File: src/rtl/pcw_pkg.sv
package pcw_pkg;

    typedef enum logic [1:0] {
        SZ_BYTE = 2'b00,
        SZ_HALF = 2'b01,
        SZ_WORD = 2'b10,
        SZ_RSVD = 2'b11
    } bus_size_e;

    typedef enum logic [1:0] {
        ACC_IDLE    = 2'd0,
        ACC_IGNORED = 2'd1,
        ACC_APPLY   = 2'd2
    } acc_kind_e;

    typedef struct packed {
        logic drive;
        logic pull;
        logic inen;
        logic muxen;
    } pin_cfg_t;

    localparam int HALF_SEL_BIT = 31;
    localparam int CFG_WE_BIT   = 30;
    localparam int MUX_WE_BIT   = 28;
    localparam int MUX_LSB      = 24;
    localparam int DRIVE_BIT    = 22;
    localparam int PULL_BIT     = 18;
    localparam int INEN_BIT     = 17;
    localparam int MUXEN_BIT    = 16;

endpackage

File: src/rtl/pcw_access_decode.sv
module pcw_access_decode
    import pcw_pkg::*;
#(
    parameter int PINS     = 32,
    parameter int MUX_W    = 4,
    parameter int ADDR_W   = 7,
    parameter int BULK_OFF = 'h28
) (
    input  logic              clk,
    input  logic              rst_n,
    input  logic [ADDR_W-1:0] bus_addr,
    input  logic [31:0]       bus_wdata,
    input  logic [1:0]        bus_size,
    input  logic              bus_we,
    input  logic              bus_nonsec,
    input  logic [PINS-1:0]   pin_nonsec,
    output logic [PINS-1:0]   pin_sel,
    output logic              cfg_we,
    output logic              mux_we,
    output pin_cfg_t          cfg_val,
    output logic [MUX_W-1:0]  mux_val
);

    localparam int MASK_W = PINS / 2;

    acc_kind_e kind;
    logic      half_sel;
    logic      apply;
    logic      unused_wdata;

    assign unused_wdata = ^{bus_wdata[29], bus_wdata[23:19]};

    always_comb begin
        if (!bus_we || (bus_addr != ADDR_W'(BULK_OFF))) begin
            kind = ACC_IDLE;
        end else if (bus_size_e'(bus_size) != SZ_WORD) begin
            kind = ACC_IGNORED;
        end else begin
            kind = ACC_APPLY;
        end
    end

    always_comb begin
        unique case (kind)
            ACC_APPLY: begin
                apply  = 1'b1;
                cfg_we = bus_wdata[CFG_WE_BIT];
                mux_we = bus_wdata[MUX_WE_BIT];
            end
            ACC_IGNORED, ACC_IDLE: begin
                apply  = 1'b0;
                cfg_we = 1'b0;
                mux_we = 1'b0;
            end
            default: begin
                apply  = 1'b0;
                cfg_we = 1'b0;
                mux_we = 1'b0;
            end
        endcase
    end

    assign half_sel      = bus_wdata[HALF_SEL_BIT];
    assign mux_val       = bus_wdata[MUX_LSB +: MUX_W];
    assign cfg_val.drive = bus_wdata[DRIVE_BIT];
    assign cfg_val.pull  = bus_wdata[PULL_BIT];
    assign cfg_val.inen  = bus_wdata[INEN_BIT];
    assign cfg_val.muxen = bus_wdata[MUXEN_BIT];

    for (genvar p = 0; p < PINS; p++) begin : g_sel
        localparam logic UPPER = (p >= MASK_W);
        assign pin_sel[p] = apply
                          && bus_wdata[p % MASK_W]
                          && (half_sel == UPPER)
                          && (!bus_nonsec || pin_nonsec[p]);
    end

    // narrow or reserved-size writes raise no select strobe
    p_subword_quiet_r8: assert property (@(posedge clk) disable iff (!rst_n)
        (bus_we && bus_size != 2'b10) |-> (pin_sel == '0));

    // a non-secure access never selects a secure-attributed pin
    p_secure_skip_r9: assert property (@(posedge clk) disable iff (!rst_n)
        bus_nonsec |-> ((pin_sel & ~pin_nonsec) == '0));

    // selection never spans both halves of the group
    p_one_half_r3: assert property (@(posedge clk) disable iff (!rst_n)
        (pin_sel[MASK_W-1:0] != '0) |-> (pin_sel[PINS-1:MASK_W] == '0));

    // other offsets raise no select strobe
    p_offset_quiet_r10: assert property (@(posedge clk) disable iff (!rst_n)
        (bus_addr != ADDR_W'(BULK_OFF)) |-> (pin_sel == '0));

endmodule

File: src/rtl/pcw_pin_cell.sv
module pcw_pin_cell
    import pcw_pkg::*;
#(
    parameter int MUX_W = 4
) (
    input  logic             clk,
    input  logic             rst_n,
    input  logic             sel,
    input  logic             cfg_we,
    input  logic             mux_we,
    input  pin_cfg_t         cfg_val,
    input  logic [MUX_W-1:0] mux_val,
    output pin_cfg_t         cfg_q,
    output logic [MUX_W-1:0] mux_q
);

    always_ff @(posedge clk or negedge rst_n) begin
        if (!rst_n) begin
            cfg_q <= '0;
            mux_q <= '0;
        end else begin
            if (sel && cfg_we) cfg_q <= cfg_val;
            if (sel && mux_we) mux_q <= mux_val;
        end
    end

    // a selected flag write lands on the next edge
    p_cfg_load_r2: assert property (@(posedge clk) disable iff (!rst_n)
        (sel && cfg_we) |=> (cfg_q == $past(cfg_val)));

    // without a selected flag write the flags hold
    p_cfg_hold_r5: assert property (@(posedge clk) disable iff (!rst_n)
        !(sel && cfg_we) |=> $stable(cfg_q));

    // mux selection loads only on a selected mux write
    p_mux_load_r6: assert property (@(posedge clk) disable iff (!rst_n)
        (sel && mux_we) |=> (mux_q == $past(mux_val)));

    p_mux_hold_r6: assert property (@(posedge clk) disable iff (!rst_n)
        !(sel && mux_we) |=> $stable(mux_q));

endmodule

File: src/rtl/pincfg_bulk_writer.sv
module pincfg_bulk_writer
    import pcw_pkg::*;
#(
    parameter int PINS     = 32,
    parameter int MUX_W    = 4,
    parameter int ADDR_W   = 7,
    parameter int BULK_OFF = 'h28
) (
    input  logic                  clk,
    input  logic                  rst_n,
    input  logic [ADDR_W-1:0]     bus_addr,
    input  logic [31:0]           bus_wdata,
    input  logic [1:0]            bus_size,
    input  logic                  bus_we,
    input  logic                  bus_nonsec,
    input  logic [PINS-1:0]       pin_nonsec,
    output logic [31:0]           rd_data,
    output logic [PINS-1:0]       cfg_drive,
    output logic [PINS-1:0]       cfg_pull,
    output logic [PINS-1:0]       cfg_inen,
    output logic [PINS-1:0]       cfg_muxen,
    output logic [PINS*MUX_W-1:0] cfg_musel
);

    logic [PINS-1:0]  pin_sel;
    logic             cfg_we;
    logic             mux_we;
    pin_cfg_t         cfg_val;
    logic [MUX_W-1:0] mux_val;

    pcw_access_decode #(
        .PINS(PINS), .MUX_W(MUX_W), .ADDR_W(ADDR_W), .BULK_OFF(BULK_OFF)
    ) u_decode (
        .clk        (clk),
        .rst_n      (rst_n),
        .bus_addr   (bus_addr),
        .bus_wdata  (bus_wdata),
        .bus_size   (bus_size),
        .bus_we     (bus_we),
        .bus_nonsec (bus_nonsec),
        .pin_nonsec (pin_nonsec),
        .pin_sel    (pin_sel),
        .cfg_we     (cfg_we),
        .mux_we     (mux_we),
        .cfg_val    (cfg_val),
        .mux_val    (mux_val)
    );

    for (genvar p = 0; p < PINS; p++) begin : g_pin
        pin_cfg_t cq;
        pcw_pin_cell #(.MUX_W(MUX_W)) u_cell (
            .clk     (clk),
            .rst_n   (rst_n),
            .sel     (pin_sel[p]),
            .cfg_we  (cfg_we),
            .mux_we  (mux_we),
            .cfg_val (cfg_val),
            .mux_val (mux_val),
            .cfg_q   (cq),
            .mux_q   (cfg_musel[p*MUX_W +: MUX_W])
        );
        assign cfg_drive[p] = cq.drive;
        assign cfg_pull[p]  = cq.pull;
        assign cfg_inen[p]  = cq.inen;
        assign cfg_muxen[p] = cq.muxen;
    end

    // the bulk port is write-only; reads return zero
    assign rd_data = '0;

    // with both enables, flags and mux of a selected pin move on one edge
    p_joint_update_r7: assert property (@(posedge clk) disable iff (!rst_n)
        (pin_sel[0] && cfg_we && mux_we) |=>
            ({cfg_drive[0], cfg_pull[0], cfg_inen[0], cfg_muxen[0], cfg_musel[MUX_W-1:0]}
             == {$past(cfg_val), $past(mux_val)}));

endmodule

File: config.mk
export PLATFORM = sky130hd
export DESIGN_NAME = pincfg_bulk_writer
export DESIGN_NICKNAME = d
export VERILOG_FILES = /design/src/rtl/pcw_pkg.sv /design/src/rtl/pcw_access_decode.sv /design/src/rtl/pcw_pin_cell.sv /design/src/rtl/pincfg_bulk_writer.sv
export SDC_FILE = /design/constraint.sdc
export NUM_CORES = 1
export LEC_CHECK = 0
export BUFFER_PORTS_ARGS = -buffer_cell sky130_fd_sc_hd__buf_2
export CORE_MARGIN = 2
export CORE_UTILIZATION = 50
export DETAILED_ROUTE_END_ITERATION = 6
export PLACE_DENSITY = 0.83
export SLEW_MARGIN = 10
export SYNTH_ARGS = -nofsm -noshare
export SYNTH_HDL_FRONTEND = slang
export SYNTH_SLANG_ARGS = --single-unit
File: constraint.sdc
create_clock -name clk -period 1.2 [get_ports clk]
set_clock_uncertainty 0.15 [all_clocks]
set_input_delay 0.18 -clock clk [delete_from_list [all_inputs] [get_ports clk]]
set_output_delay 0.18 -clock clk [all_outputs]
set_load 0.02 [all_outputs]
[After elaboration in Yosys (flattened, before gate mapping)]
Cells that the tools add are included.
Widths: inputs -> output; s select.
Operators by class
  reduce and logical (&&, ||, !) cells: 179
  equality and inequality tests: 3
  mux-type cells: 5
  bitwise logic cells: 1
Operators by type and width (count)
  $logic_and 1x1->1: 144
  $logic_or 1x1->1: 33
  $ne 7x6->1 const B: 1
  $mux 2: 2
  $mux 1: 3
  $eq 2x2->1 const B: 1
  $logic_not 1->1: 2
  $ne 2x2->1 const B: 1
  $not 1->1: 1
Word-level totals
  word-level logic and storage cells: 348
  flip-flop bits (word level): 256
  input bits: 77
  output and inout port bits: 288

[Depth between registers and ports, before layout]
Gate-level depths: netlist of the first run.
  word-level depth: 9
  mapped depth: 6
  depth with buffers taken out: 4

[Modules after synthesis]
A second synthesis of the first run with hierarchy kept.
Second synthesis, totals
  cell total of the unflattened synthesis: 703
  area total of the unflattened synthesis: 10545.1 um^2
By module, submodules not included
  pcw_pin_cell: sequential area each 200.2 um^2, cells each 18, area an instance 297.8 um^2, instances 32
  pcw_access_decode: sequential area each 0.0 um^2, cells each 94, area an instance 772.0 um^2, instances 1
  pincfg_bulk_writer: sequential area each 0.0 um^2, cells each 33, area an instance 244.0 um^2, instances 1

[Worst setup path before layout of the first run]
No wires, ideal clock.
  path kind: input -> register
  from: input port bus_addr[4]
  to: register g_pin[15].u_cell.cfg_q[0] in the netlist's numbering
  library setup time: 0.125 ns
  data arrival time: 1.487 ns
  setup slack: -0.561 ns
  stages on the path: 5
  path through: and4bb_2 buf_2 nand3_1 nor2_1 mux2_2
Between the ends
  longest elaborated chain between the ends: 9
  elaborated cells on any way between the ends: 10
  those cells by class: eq/ne (2); mux (3); reduce/logical (5)
RTL lines
  start, declared: line pincfg_bulk_writer.sv:11  | input logic [ADDR_W-1:0] bus_addr,
  $ne 7x6->1 (*): line pcw_access_decode.sv:34  | if (!bus_we || (bus_addr != ADDR_W'(BULK_OFF))) begin
  $logic_or 1x1->1 (*): line pcw_access_decode.sv:34
  $mux 2 (*): line pcw_access_decode.sv:34
  $eq 2x2->1 (*): line pcw_access_decode.sv:44  | unique case (kind)
  $mux 1: line pcw_access_decode.sv:44
  $logic_and 1x1->1: line pcw_access_decode.sv:73  | && bus_wdata[p % MASK_W]
  $logic_and 1x1->1: line pcw_access_decode.sv:74  | && (half_sel == UPPER)
  $logic_and 1x1->1: line pcw_access_decode.sv:75  | && (!bus_nonsec || pin_nonsec[p]);
  $logic_and 1x1->1 (*): line pcw_pin_cell.sv:22  | if (sel && cfg_we) cfg_q <= cfg_val;
  end signal, assigned: line pcw_pin_cell.sv:22
  end, declared: line pcw_pin_cell.sv:13  | output pin_cfg_t cfg_q,
Mark *: on every way between the ends. The rest lies on a longest branch, timed or not.
A chain may end at the register's enable or synchronous reset.

[Worst setup path in the final report of the first run]
  from: register g_pin[11].u_cell.mux_q[0]
  to: output port cfg_musel[44]
RTL lines
  start, declared: line pcw_pin_cell.sv:14  | output logic [MUX_W-1:0] mux_q
  start signal, assigned: line pcw_pin_cell.sv:23  | if (sel && mux_we) mux_q <= mux_val;
  end, declared: line pincfg_bulk_writer.sv:22  | output logic [PINS*MUX_W-1:0] cfg_musel
No word-level cell between the ends.

==> results of run 1 <==
metrics by stage:
step	worst slack [ps]	power (uW)
finish	-316	18900
global route	-336	19300
CTS	-245	18400
detailed placement	-821	9870
global placement	-785	9860
floorplan	-509	9310
what timing repair did:
action	in CTS	in global routing
endpoints found under the setup margin	512	512
hold buffers	2	1
pin swaps	25	35
gates cloned	5	2
endpoints found under the hold margin	262	4
setup buffers	95	102
gates resized for setup	620	101
final timing paths:
kind	end	slack, ps	cells after the start
max reg2reg	g_pin[6].u_cell.mux_q[0]	-70	3
min reg2reg	g_pin[17].u_cell.mux_q[2]	380	1
max in group asynchronous	g_pin[1].u_cell.cfg_q[2]	-70	3
max	cfg_musel[44]	-320	1
min	g_pin[7].u_cell.cfg_q[1]	-30	2
min in group clk	g_pin[6].u_cell.cfg_q[3]	20	3
cell families after synthesis:
kind of cell | share of synthesized area
multiplexers | 0.274
flip-flops | 0.608
AND/OR/NAND/NOR | 0.0567
buffers and inverters | 0.0383
AO/OA/AOI/OAI | 0.0227
other | 0.000356
report_power, final:
group,internal (uW),total [uW],leakage (uW),switching (uW)
Clock,5060,8860,0.000453,3790
Combinational,471,1350,0.00560,881
Sequential,8660,8690,0.00357,28.4
Total,14200,18900,0.00963,4700
cell usage after synthesis (4+ instances only):
library cell	n
nand2_1	19
o2111ai_1	7
dfrtp_1	256
clkbuf_1	28
mux2_2	256
nor3_4	10
buf_4	33
and2b_1	5
nor2_2	14
buf_2	4
nor3_2	4
nor2_1	18
o211a_1	7
o21ai_0	14
worst reg2reg max path, stage by stage (launching register included):
cell and delay (ps):
dfrtp_1 440, buf_4 170, buf_4 130, mux2_4 270
final cells by class:
type                       count  share of cell area
sequential                   256               0.344
tap                          275              0.0185
clock inverter                11             0.00604
timing repair buffer         590               0.308
multi-input combinational    405               0.280
clock buffer                  41              0.0430
antenna                        1            0.000134
inverter                       2            0.000806
layer usage:
layer	track usage	routed length, um
met5	0	0
met4	0.165	3530
met3	0.0930	4120
met2	0.626	23700
met1	0.425	16300
flip-flops by register name (all words and copies together), names as in the netlist:
name,cells
g_pin.u_cell.mux_q,128
g_pin.u_cell.cfg_q,128
==> results.sh, run 1 <==
export IMPL_drcViolationCount=0
export IMPL_instances_no_fill=1581
export IMPL_power_density_nw_per_um2=1010
export IMPL_worst_path_max_fanout=2
export IMPL_drt_pass1_iter_count=5
export IMPL_violations="hold timing, setup timing"
export IMPL_final_area_um2=18600
export IMPL_fin_ws_ps=-316
export IMPL_drv_slew=0
export IMPL_clock_latency_ps=550
export IMPL_final_hold_violation_count=11
export IMPL_postLayoutCoreUtil=0.895
export IMPL_cp_end_kind="output port"
export IMPL_clkSinkCount=256
export IMPL_leakagePower_uw=0.00963
export IMPL_path_buf_inv=1
export IMPL_place_gp_congestion=0.825
export IMPL_wirelength_mm=47.7
export IMPL_drive_above_1_share=0.750
export IMPL_synth_flop_cell="dfrtp_1"
export IMPL_synth_edff_count=0
export IMPL_num_rows=53
export IMPL_place_inst=1322
export IMPL_yosysUniqueCellTypes=29
export IMPL_layout_cells_most_common="buf_6"
export IMPL_crit_family="flip-flops"
export IMPL_fin_crit_sh=1.26
export IMPL_drv_cap=0
export IMPL_hpwl_mm=22.2
export IMPL_status="finished, violations left"
export IMPL_io_pins=365
export IMPL_post_route_min_period_ps=1520
export IMPL_avgRoutedWirePerCell_um=30.1
export IMPL_grt_antenna_before_repair=1
export IMPL_cp_arrival_ps=1190
export IMPL_crit_required_ps=870
export IMPL_seq_area_um2=6410
export IMPL_ys_seq_area_frac=0.608
export IMPL_ys_ff_latch=256
export IMPL_cts_root_buffer="clkbuf_16"
export IMPL_drtIter0Drc=644
export IMPL_yosys_warnings=0
export IMPL_die_h_um=149
export IMPL_vias=9147
export IMPL_track_usage=0.362
export IMPL_postRouteAntennaNets=0
export IMPL_multi_input_area_um2=5220
export IMPL_post_dp_cell_area_um2=13500
export IMPL_cts_htree_levels=1
export IMPL_path_clk_slew_ps=70
export IMPL_reg2reg_from="g_pin[6].u_cell.mux_q[0]"
export IMPL_setup_viol=516
export IMPL_worst_pin_slew_ps=911
export IMPL_initial_core_util=0.506
export IMPL_die_area_um2=22200
export IMPL_synthCells=698
export IMPL_path_cells="buf_6"
export IMPL_hp_class="in -> async"
export IMPL_netlist_top_cells_area="dfrtp_1, mux2_2, buf_4"
export IMPL_setup_tns_ps=-100720
export IMPL_syn_area_um2=10500
export IMPL_numCtsBuffers=28
export IMPL_yosysTopAreaCell="dfrtp_1"
export IMPL_fillers=727
export IMPL_final_cell_mix="buf_6, dfrtp_1, buf_4, mux2_4, mux2_2"
export IMPL_area_growth_pct=77.0
export IMPL_nets=1360
export IMPL_grt_first_pass_wirelength_mm=59.3
export IMPL_critPathLaunchType="flip-flop"
export IMPL_grt_pass1_vias=9113
export IMPL_cts_tree="yes"
export IMPL_via_per_inst=5.79
export IMPL_overflow=0
export IMPL_syn_avg_cell_area_um2=15.1
export IMPL_portBuffers=327
export IMPL_grt_max_degree=41
export IMPL_async_reset_ff_frac=1.00
export IMPL_rsz0062_at_grt="true"
export IMPL_startpoint="g_pin[11].u_cell.mux_q[0]"
export IMPL_slowest_delay_ps=460
export IMPL_core_um2=20800
export IMPL_max_freq_ghz=0.660
export IMPL_whs_ps=-29.8
export IMPL_yosys_area_top_type_share=0.608
export IMPL_slew_headroom=0.393
export IMPL_path_class="reg -> out"
export IMPL_crit_path_top_delay_cell="dfrtp_1"
export IMPL_vdd_drop_max_mv=1.08
export IMPL_clock_path_buffers=3
export IMPL_die_x_um=149
No activity file was read; power rests on OpenSTA's default activity.
==> inputs of run 2 (changes only) <==
==> constraint.sdc (replaced) <==
create_clock -name clk -period 1.2 [get_ports clk]
set_clock_uncertainty 0.15 [all_clocks]
set_input_delay 0.18 -clock clk [delete_from_list [all_inputs] [get_ports clk]]
set_output_delay 0.18 -clock clk [all_outputs]
set_load 0.1 [all_outputs]
==> run 2 against run 1 <==
  * The run now fails in clock tree synthesis (4_1_cts)
  * Area after synthesis did not move
  * Synthesized cell count did not move
==> results.sh, run 2 <==
export IMPL_synth_flop_cell="dfrtp_1"
export IMPL_netlist_top_cells_area="dfrtp_1, mux2_2, buf_4"
export IMPL_ys_seq_area_frac=0.608
export IMPL_initial_core_util=0.506
export IMPL_synth_edff_count=0
export IMPL_cts_htree_levels=1
export IMPL_yosys_area_top_type_share=0.608
export IMPL_hpwl_mm=28.4
export IMPL_syn_area_um2=10500
export IMPL_synthCells=698
export IMPL_clock_path_buffers=3
export IMPL_numCtsBuffers=26
export IMPL_cts_hold_buf=1
export IMPL_post_cts_buffers=96
export IMPL_firstError="[ERROR DPL-0033] detailed placement checks failed during check placement."
export IMPL_syn_avg_cell_area_um2=15.1
export IMPL_num_rows=53
export IMPL_post_dp_cell_area_um2=17700
export IMPL_die_x_um=149
export IMPL_post_cts_resized=216
export IMPL_yosysTopAreaCell="dfrtp_1"
export IMPL_status="stopped before the end"
export IMPL_io_pins=365
export IMPL_synth_common_cells="dfrtp_1, mux2_2, buf_4"
export IMPL_portBuffers=327
export IMPL_yosysUniqueCellTypes=29
export IMPL_haltStage="clock tree synthesis (4_1_cts)"
export IMPL_cts_root_buffer="clkbuf_16"
export IMPL_async_reset_ff_frac=1.00
export IMPL_clkSinkCount=256
export IMPL_yosys_warnings=0
export IMPL_dp_slack_ps=-829
export IMPL_die_h_um=149
export IMPL_ys_ff_latch=256
export IMPL_place_gp_congestion=0.922
[run 2: cell counts after synthesis]
Identical to the previous run, type by type.
[run 2: through the flow]
stage               hold slack [ps]  std cells  setup TNS (ps)  utilization
floorplan                      -266        729         -110120            -
detailed placement            -41.5       1329         -187300        0.852
global placement              -41.7       1329         -180620        0.852
[run 2: logic make-up after synthesis]
kind of cell	Yosys count	share of synthesized area
AO/OA/AOI/OAI	32	0.0227
buffers and inverters	69	0.0383
flip-flops	256	0.608
multiplexers	256	0.274
other	1	0.000356
AND/OR/NAND/NOR	84	0.0567
==> inputs of run 3 (changes only) <==
--- a/config.mk
+++ b/config.mk
@@ -7,9 +7,9 @@
 export LEC_CHECK = 0
 export BUFFER_PORTS_ARGS = -buffer_cell sky130_fd_sc_hd__buf_2
 export CORE_MARGIN = 2
-export CORE_UTILIZATION = 50
+export CORE_UTILIZATION = 40
 export DETAILED_ROUTE_END_ITERATION = 6
-export PLACE_DENSITY = 0.83
+export PLACE_DENSITY_LB_ADDON = 0.15
 export SLEW_MARGIN = 10
 export SYNTH_ARGS = -nofsm -noshare
 export SYNTH_HDL_FRONTEND = slang
==> run 3 against run 2 <==
  * The flow now finishes, with violations (hold timing, setup timing)
==> results.sh, run 3 (synthesized netlist as in run 1, its figures left out) <==
export IMPL_r2r_cells=3
export IMPL_startpoint="bus_addr[2]"
export IMPL_status="finished, violations left"
export IMPL_place_inst=1396
export IMPL_crit_family="buffers and inverters"
export IMPL_cts_root_buffer="clkbuf_16"
export IMPL_drv_slew=0
export IMPL_rsz0062_at_grt="true"
export IMPL_path_clk_slew_ps=60
export IMPL_leakagePower_uw=0.00912
export IMPL_die_area_um2=27600
export IMPL_clock_latency_ps=520
export IMPL_initial_core_util=0.405
export IMPL_power_uw=18700
export IMPL_critPathLaunchType="input port"
export IMPL_clock_path_buffers=3
export IMPL_crit_required_ps=1450
export IMPL_drive_above_1_share=0.925
export IMPL_fillers=1337
export IMPL_layout_cells_most_common="buf_12"
export IMPL_seq_area_um2=6700
export IMPL_io_pins=365
export IMPL_power_density_nw_per_um2=909
export IMPL_vdd_drop_max_mv=1.12
export IMPL_cts_htree_levels=1
export IMPL_r2r_slack_ps=-30
export IMPL_setup_viol=512
export IMPL_wirelength_mm=36.1
export IMPL_grt_first_pass_wirelength_mm=55.0
export IMPL_hp_class="in -> async"
export IMPL_grt_pass1_vias=8460
export IMPL_violations="hold timing, setup timing"
export IMPL_grt_antenna_before_repair=2
export IMPL_whs_ps=-6.09
export IMPL_worst_pin_slew_ps=659
export IMPL_post_route_min_period_ps=1500
export IMPL_instances_no_fill=1544
export IMPL_die_x_um=166
export IMPL_core_um2=26000
export IMPL_numCtsBuffers=27
export IMPL_grt_max_degree=38
export IMPL_reg2reg_from="g_pin[7].u_cell.mux_q[3]"
export IMPL_clkSinkCount=256
export IMPL_hpwl_mm=24.8
export IMPL_portBuffers=327
export IMPL_num_rows=59
export IMPL_slowest_delay_ps=370
export IMPL_slew_headroom=0.558
export IMPL_drt_pass1_iter_count=4
export IMPL_multi_input_area_um2=5300
export IMPL_place_gp_congestion=0.848
export IMPL_path_class="in -> reg"
export IMPL_reg_largest_list="g_pin.u_cell.cfg_q x128, g_pin.u_cell.mux_q x128"
export IMPL_cp_arrival_ps=1750
export IMPL_r2r_end="g_pin[7].u_cell.mux_q[3]"
export IMPL_fin_crit_sh=1.25
export IMPL_drcViolationCount=0
export IMPL_fin_ws_ps=-295
export IMPL_cts_tree="yes"
export IMPL_drv_cap=0
export IMPL_postRouteAntennaNets=0
export IMPL_avgRoutedWirePerCell_um=23.4
export IMPL_drtIter0Drc=348
export IMPL_vias=7727
export IMPL_overflow=0
export IMPL_cp_end_kind="flip-flop"
export IMPL_via_per_inst=5.00
export IMPL_worst_path_max_fanout=5
export IMPL_path_buf_inv=5
export IMPL_die_h_um=166
export IMPL_area_growth_pct=95.9
export IMPL_max_freq_ghz=0.669
export IMPL_final_hold_violation_count=7
export IMPL_crit_path_top_delay_cell="and4bb_4"
export IMPL_nets=1264
export IMPL_track_usage=0.259
export IMPL_path_cells="buf_6, and4bb_4, buf_12, buf_12, buf_8, o2111ai_4, nor2_2, buf_6, mux2_4"
export IMPL_final_cell_mix="buf_12, dfrtp_2, mux2_4, buf_4, mux2_2"
==> run 3: how the worst max path moves through the flow <==
| stage | end | slack, ps | depth (start not counted) |
|---|---|---|---|
| after floorplan | g_pin[11].u_cell.cfg_q[0] | -510 | 5 |
| after global placement | g_pin[11].u_cell.mux_q[2] | -810 | 7 |
| after detailed placement | g_pin[11].u_cell.mux_q[3] | -860 | 7 |
| after CTS | cfg_musel[58] | -310 | 1 |
| after global routing | cfg_drive[14] | -320 | 1 |
| final | g_pin[16].u_cell.cfg_q[2] | -300 | 9 |
==> run 3: what timing repair did <==
item,in CTS,in global routing
gates resized for setup,190,25
hold buffers,1,0
setup endpoints to repair,512,512
buffers inserted,55,42
cloned,4,0
endpoints found under the hold margin,256,0
pin swaps,44,18
==> run 3: power breakdown <==
part | switching, uW | internal (uW) | leakage, uW
Sequential | 34.4 | 8660 | 0.00319
Combinational | 1350 | 534 | 0.00550
Clock | 3330 | 4830 | 0.000436
Total | 4710 | 14000 | 0.00912
==> run 3: routing by layer <==
metal | GRT usage | wire length (um) | vias up
met5 | 0 | 0 | -
met1 | 0.319 | 14200 | 4021
met2 | 0.450 | 18500 | 263
met3 | 0.0746 | 2550 | 58
li1 | - | - | 3385
met4 | 0.0652 | 858 | 0
==> run 3: layout make-up <==
cell class,count,share of cell area
timing repair buffer,496,0.355
sequential,256,0.325
multi-input combinational,404,0.257
clock buffer,42,0.0394
tap,335,0.0203
clock inverter,7,0.00291
inverter,2,0.000364
antenna,2,0.000243
==> run 3: through the flow <==
stage / setup slack, ps / instance area [um^2] / TNS, ps / util
2_1_floorplan: -510 / 11600 / -110120 / -
3_3_place_gp: -808 / 18000 / -176110 / 0.691
3_5_place_dp: -859 / 18000 / -184130 / 0.691
4_1_cts: -308 / 20200 / -104770 / 0.777
5_1_grt: -317 / 20600 / -125590 / 0.794
6_report: -295 / 20600 / -113360 / 0.794
==> run 3: worst register-to-register path: cells and delay by family (launching register included) <==
| family | cells | cell delay [ps] |
|---|---|---|
| buffers and inverters | 2 | 270 |
| muxes | 1 | 260 |
| DFF | 1 | 430 |
==> inputs of run 4 (changes only) <==
--- a/config.mk
+++ b/config.mk
@@ -5,11 +5,13 @@
 export SDC_FILE = /design/constraint.sdc
 export NUM_CORES = 1
 export LEC_CHECK = 0
+export ABC_CLOCK_PERIOD_IN_PS = 1200
 export BUFFER_PORTS_ARGS = -buffer_cell sky130_fd_sc_hd__buf_2
 export CORE_MARGIN = 2
 export CORE_UTILIZATION = 40
 export DETAILED_ROUTE_END_ITERATION = 6
 export PLACE_DENSITY_LB_ADDON = 0.15
+export SKIP_CTS_REPAIR_TIMING = 1
 export SLEW_MARGIN = 10
 export SYNTH_ARGS = -nofsm -noshare
 export SYNTH_HDL_FRONTEND = slang
==> constraint.sdc (replaced) <==
create_clock -name clk -period 1.2 [get_ports clk]
set_clock_uncertainty 0.15 [all_clocks]
set_input_delay 0.18 -clock clk [delete_from_list [all_inputs] [get_ports clk]]
set_output_delay 0.18 -clock clk [all_outputs]
set_load 0.005 [all_outputs]
==> run 4 against run 3 <==
  * The run ends with setup timing left
  * Cell count rose by 1.4%
  * Register-to-register slack improved by 170 ps
  * Via count fell by 1.2%
  * First-iteration DRC count rose by 0.86%
  * Global-route usage fell by 3.7 points
  * Hold slack improved by 21 ps
  * Fmax rose by 4.3%
  * Flip-flop and latch count did not move
  * Utilization fell by 15 points
  * Combinational power fell by 40%
  * Sequential share of layout area rose by 6.0 points
  * Largest cell class is now sequential cells
  * Largest power group is now the clock network
==> results.sh, run 4 (synthesized netlist as in run 1, its figures left out) <==
export IMPL_hold_depth=3
export IMPL_numCtsBuffers=29
export IMPL_rsz0062_at_grt="true"
export IMPL_grt_antenna_before_repair=4
export IMPL_cp_end_kind="flip-flop"
export IMPL_power_uw=19200
export IMPL_fin_ws_ps=-233
export IMPL_drtIter0Drc=351
export IMPL_r2r_cells=2
export IMPL_leakagePower_uw=0.00920
export IMPL_slew_headroom=0.470
export IMPL_postRouteAntennaNets=0
export IMPL_p_sw_uw=4190
export IMPL_r2r_end="g_pin[1].u_cell.cfg_q[3]"
export IMPL_power_density_nw_per_um2=1160
export IMPL_layout_cells_most_common="buf_2"
export IMPL_hpwl_mm=22.9
export IMPL_avgRoutedWirePerCell_um=21.5
export IMPL_die_area_um2=27600
export IMPL_min_to="g_pin[11].u_cell.cfg_q[1]"
export IMPL_final_cell_mix="buf_2, dfrtp_1, mux2_4, buf_4, mux2_2"
export IMPL_die_h_um=166
export IMPL_vias=7638
export IMPL_place_inst=1393
export IMPL_clock_latency_ps=530
export IMPL_whs_ps=15.1
export IMPL_track_usage=0.222
export IMPL_p_comb_frac=0.059
export IMPL_cp_arrival_ps=1700
export IMPL_hp_class="in -> reg"
export IMPL_max_freq_ghz=0.698
export IMPL_vdd_drop_max_mv=1.24
export IMPL_via_per_inst=4.88
export IMPL_swShare=0.218
export IMPL_nets=1281
export IMPL_wirelength_mm=33.6
export IMPL_worst_pin_slew_ps=796
export IMPL_reg2reg_from="g_pin[1].u_cell.cfg_q[3]"
export IMPL_setup_viol=523
export IMPL_place_gp_congestion=0.800
export IMPL_clkSinkCount=256
export IMPL_intPower_uw=15000
export IMPL_violations="setup timing"
export IMPL_core_um2=26000
export IMPL_num_rows=59
export IMPL_grt_first_pass_wirelength_mm=47.3
export IMPL_drv_cap=0
export IMPL_portBuffers=327
export IMPL_setup_tns_ps=-79650
export IMPL_drive_above_1_share=0.731
export IMPL_drcViolationCount=0
export IMPL_min_delay_start="bus_wdata[17]"
export IMPL_critPathLaunchType="input port"
export IMPL_status="finished, violations left"
export IMPL_cts_root_buffer="clkbuf_16"
export IMPL_path_clk_slew_ps=60
export IMPL_area_growth_pct=58.0
export IMPL_postLayoutCoreUtil=0.640
export IMPL_cts_htree_levels=1
export IMPL_io_pins=365
export IMPL_power_frac_seq=0.451
export IMPL_r2r_slack_ps=140
export IMPL_drt_pass1_iter_count=4
export IMPL_cts_tree="yes"
export IMPL_reg_largest_list="g_pin.u_cell.cfg_q x128, g_pin.u_cell.mux_q x128"
export IMPL_pwr_share_clk=0.490
export IMPL_worst_path_max_fanout=7
export IMPL_clock_path_buffers=3
export IMPL_overflow=0
export IMPL_post_route_min_period_ps=1430
export IMPL_final_hold_violation_count=0
export IMPL_grt_max_degree=37
export IMPL_drv_slew=0
export IMPL_fin_crit_sh=1.19
export IMPL_crit_required_ps=1470
export IMPL_die_x_um=166
export IMPL_grt_pass1_vias=7481
export IMPL_instances_no_fill=1565
export IMPL_path_class="in -> reg"
export IMPL_initial_core_util=0.405
## run 4: cell types whose count changed in the layout (fill, tap and decap cells not counted), sizes merged
cell	before	now
clkinv	6	3
clkinvlp	0	1
buf	495	503
clkbuf	42	50
bufinv	1	5
dlygate4sd3	1	2
diode	2	4
## run 4: stage by stage
stage                     setup WS, ps  area [um^2]
after CTS                         -276        14800
after detailed placement          -856        13800
final                             -233        16600
after global placement            -820        13800
after global routing              -249        16600
after floorplan                   -509        11300
## run 4: layout make-up
type	instances	area, um^2
fill	2000	9340
sequential	256	6410
multi-input combinational	404	5120
timing repair buffer	511	3650
clock buffer	44	852
tap	335	419
clock inverter	9	173
antenna	4	10.0
inverter	2	7.51
## run 4: worst max path at each step
stage / startpoint / end / cells after the start
2_1_floorplan: bus_addr[6] / g_pin[11].u_cell.cfg_q[0] / 5
3_5_place_dp: bus_size[0] / g_pin[2].u_cell.cfg_q[1] / 7
6_report: bus_addr[4] / g_pin[12].u_cell.mux_q[0] / 6
3_3_place_gp: bus_size[0] / g_pin[2].u_cell.cfg_q[0] / 7
5_1_grt: bus_addr[4] / g_pin[12].u_cell.mux_q[1] / 6
4_1_cts: bus_size[0] / g_pin[2].u_cell.cfg_q[1] / 7
## run 4: layer usage
| metal | part of all wire | up-vias | global-route usage |
|---|---|---|---|
| met3 | 0.065 | 60 | 0.0570 |
| met5 | 0.00024 | - | 0 |
| met1 | 0.42 | 3877 | 0.297 |
| met4 | 0.028 | 2 | 0.0555 |
| li1 | - | 3432 | - |
| met2 | 0.48 | 267 | 0.365 |
## run 4: worst max-delay path, cell delays in order
cell	delay, ps
buf_6	90
and4bb_4	420
nand2_4	100
clkbuf_16	190
nor3_4	330
mux2_2	380
## run 4: power groups by stage
stage / combinational [uW] / sequential [uW] / clock, uW
after floorplan: 366 / 8840 / 0
after global placement: 1030 / 8830 / 0
after detailed placement: 1030 / 8830 / 0
after CTS: 1030 / 8680 / 9640
after global routing: 1220 / 8680 / 9960
final: 1130 / 8680 / 9430
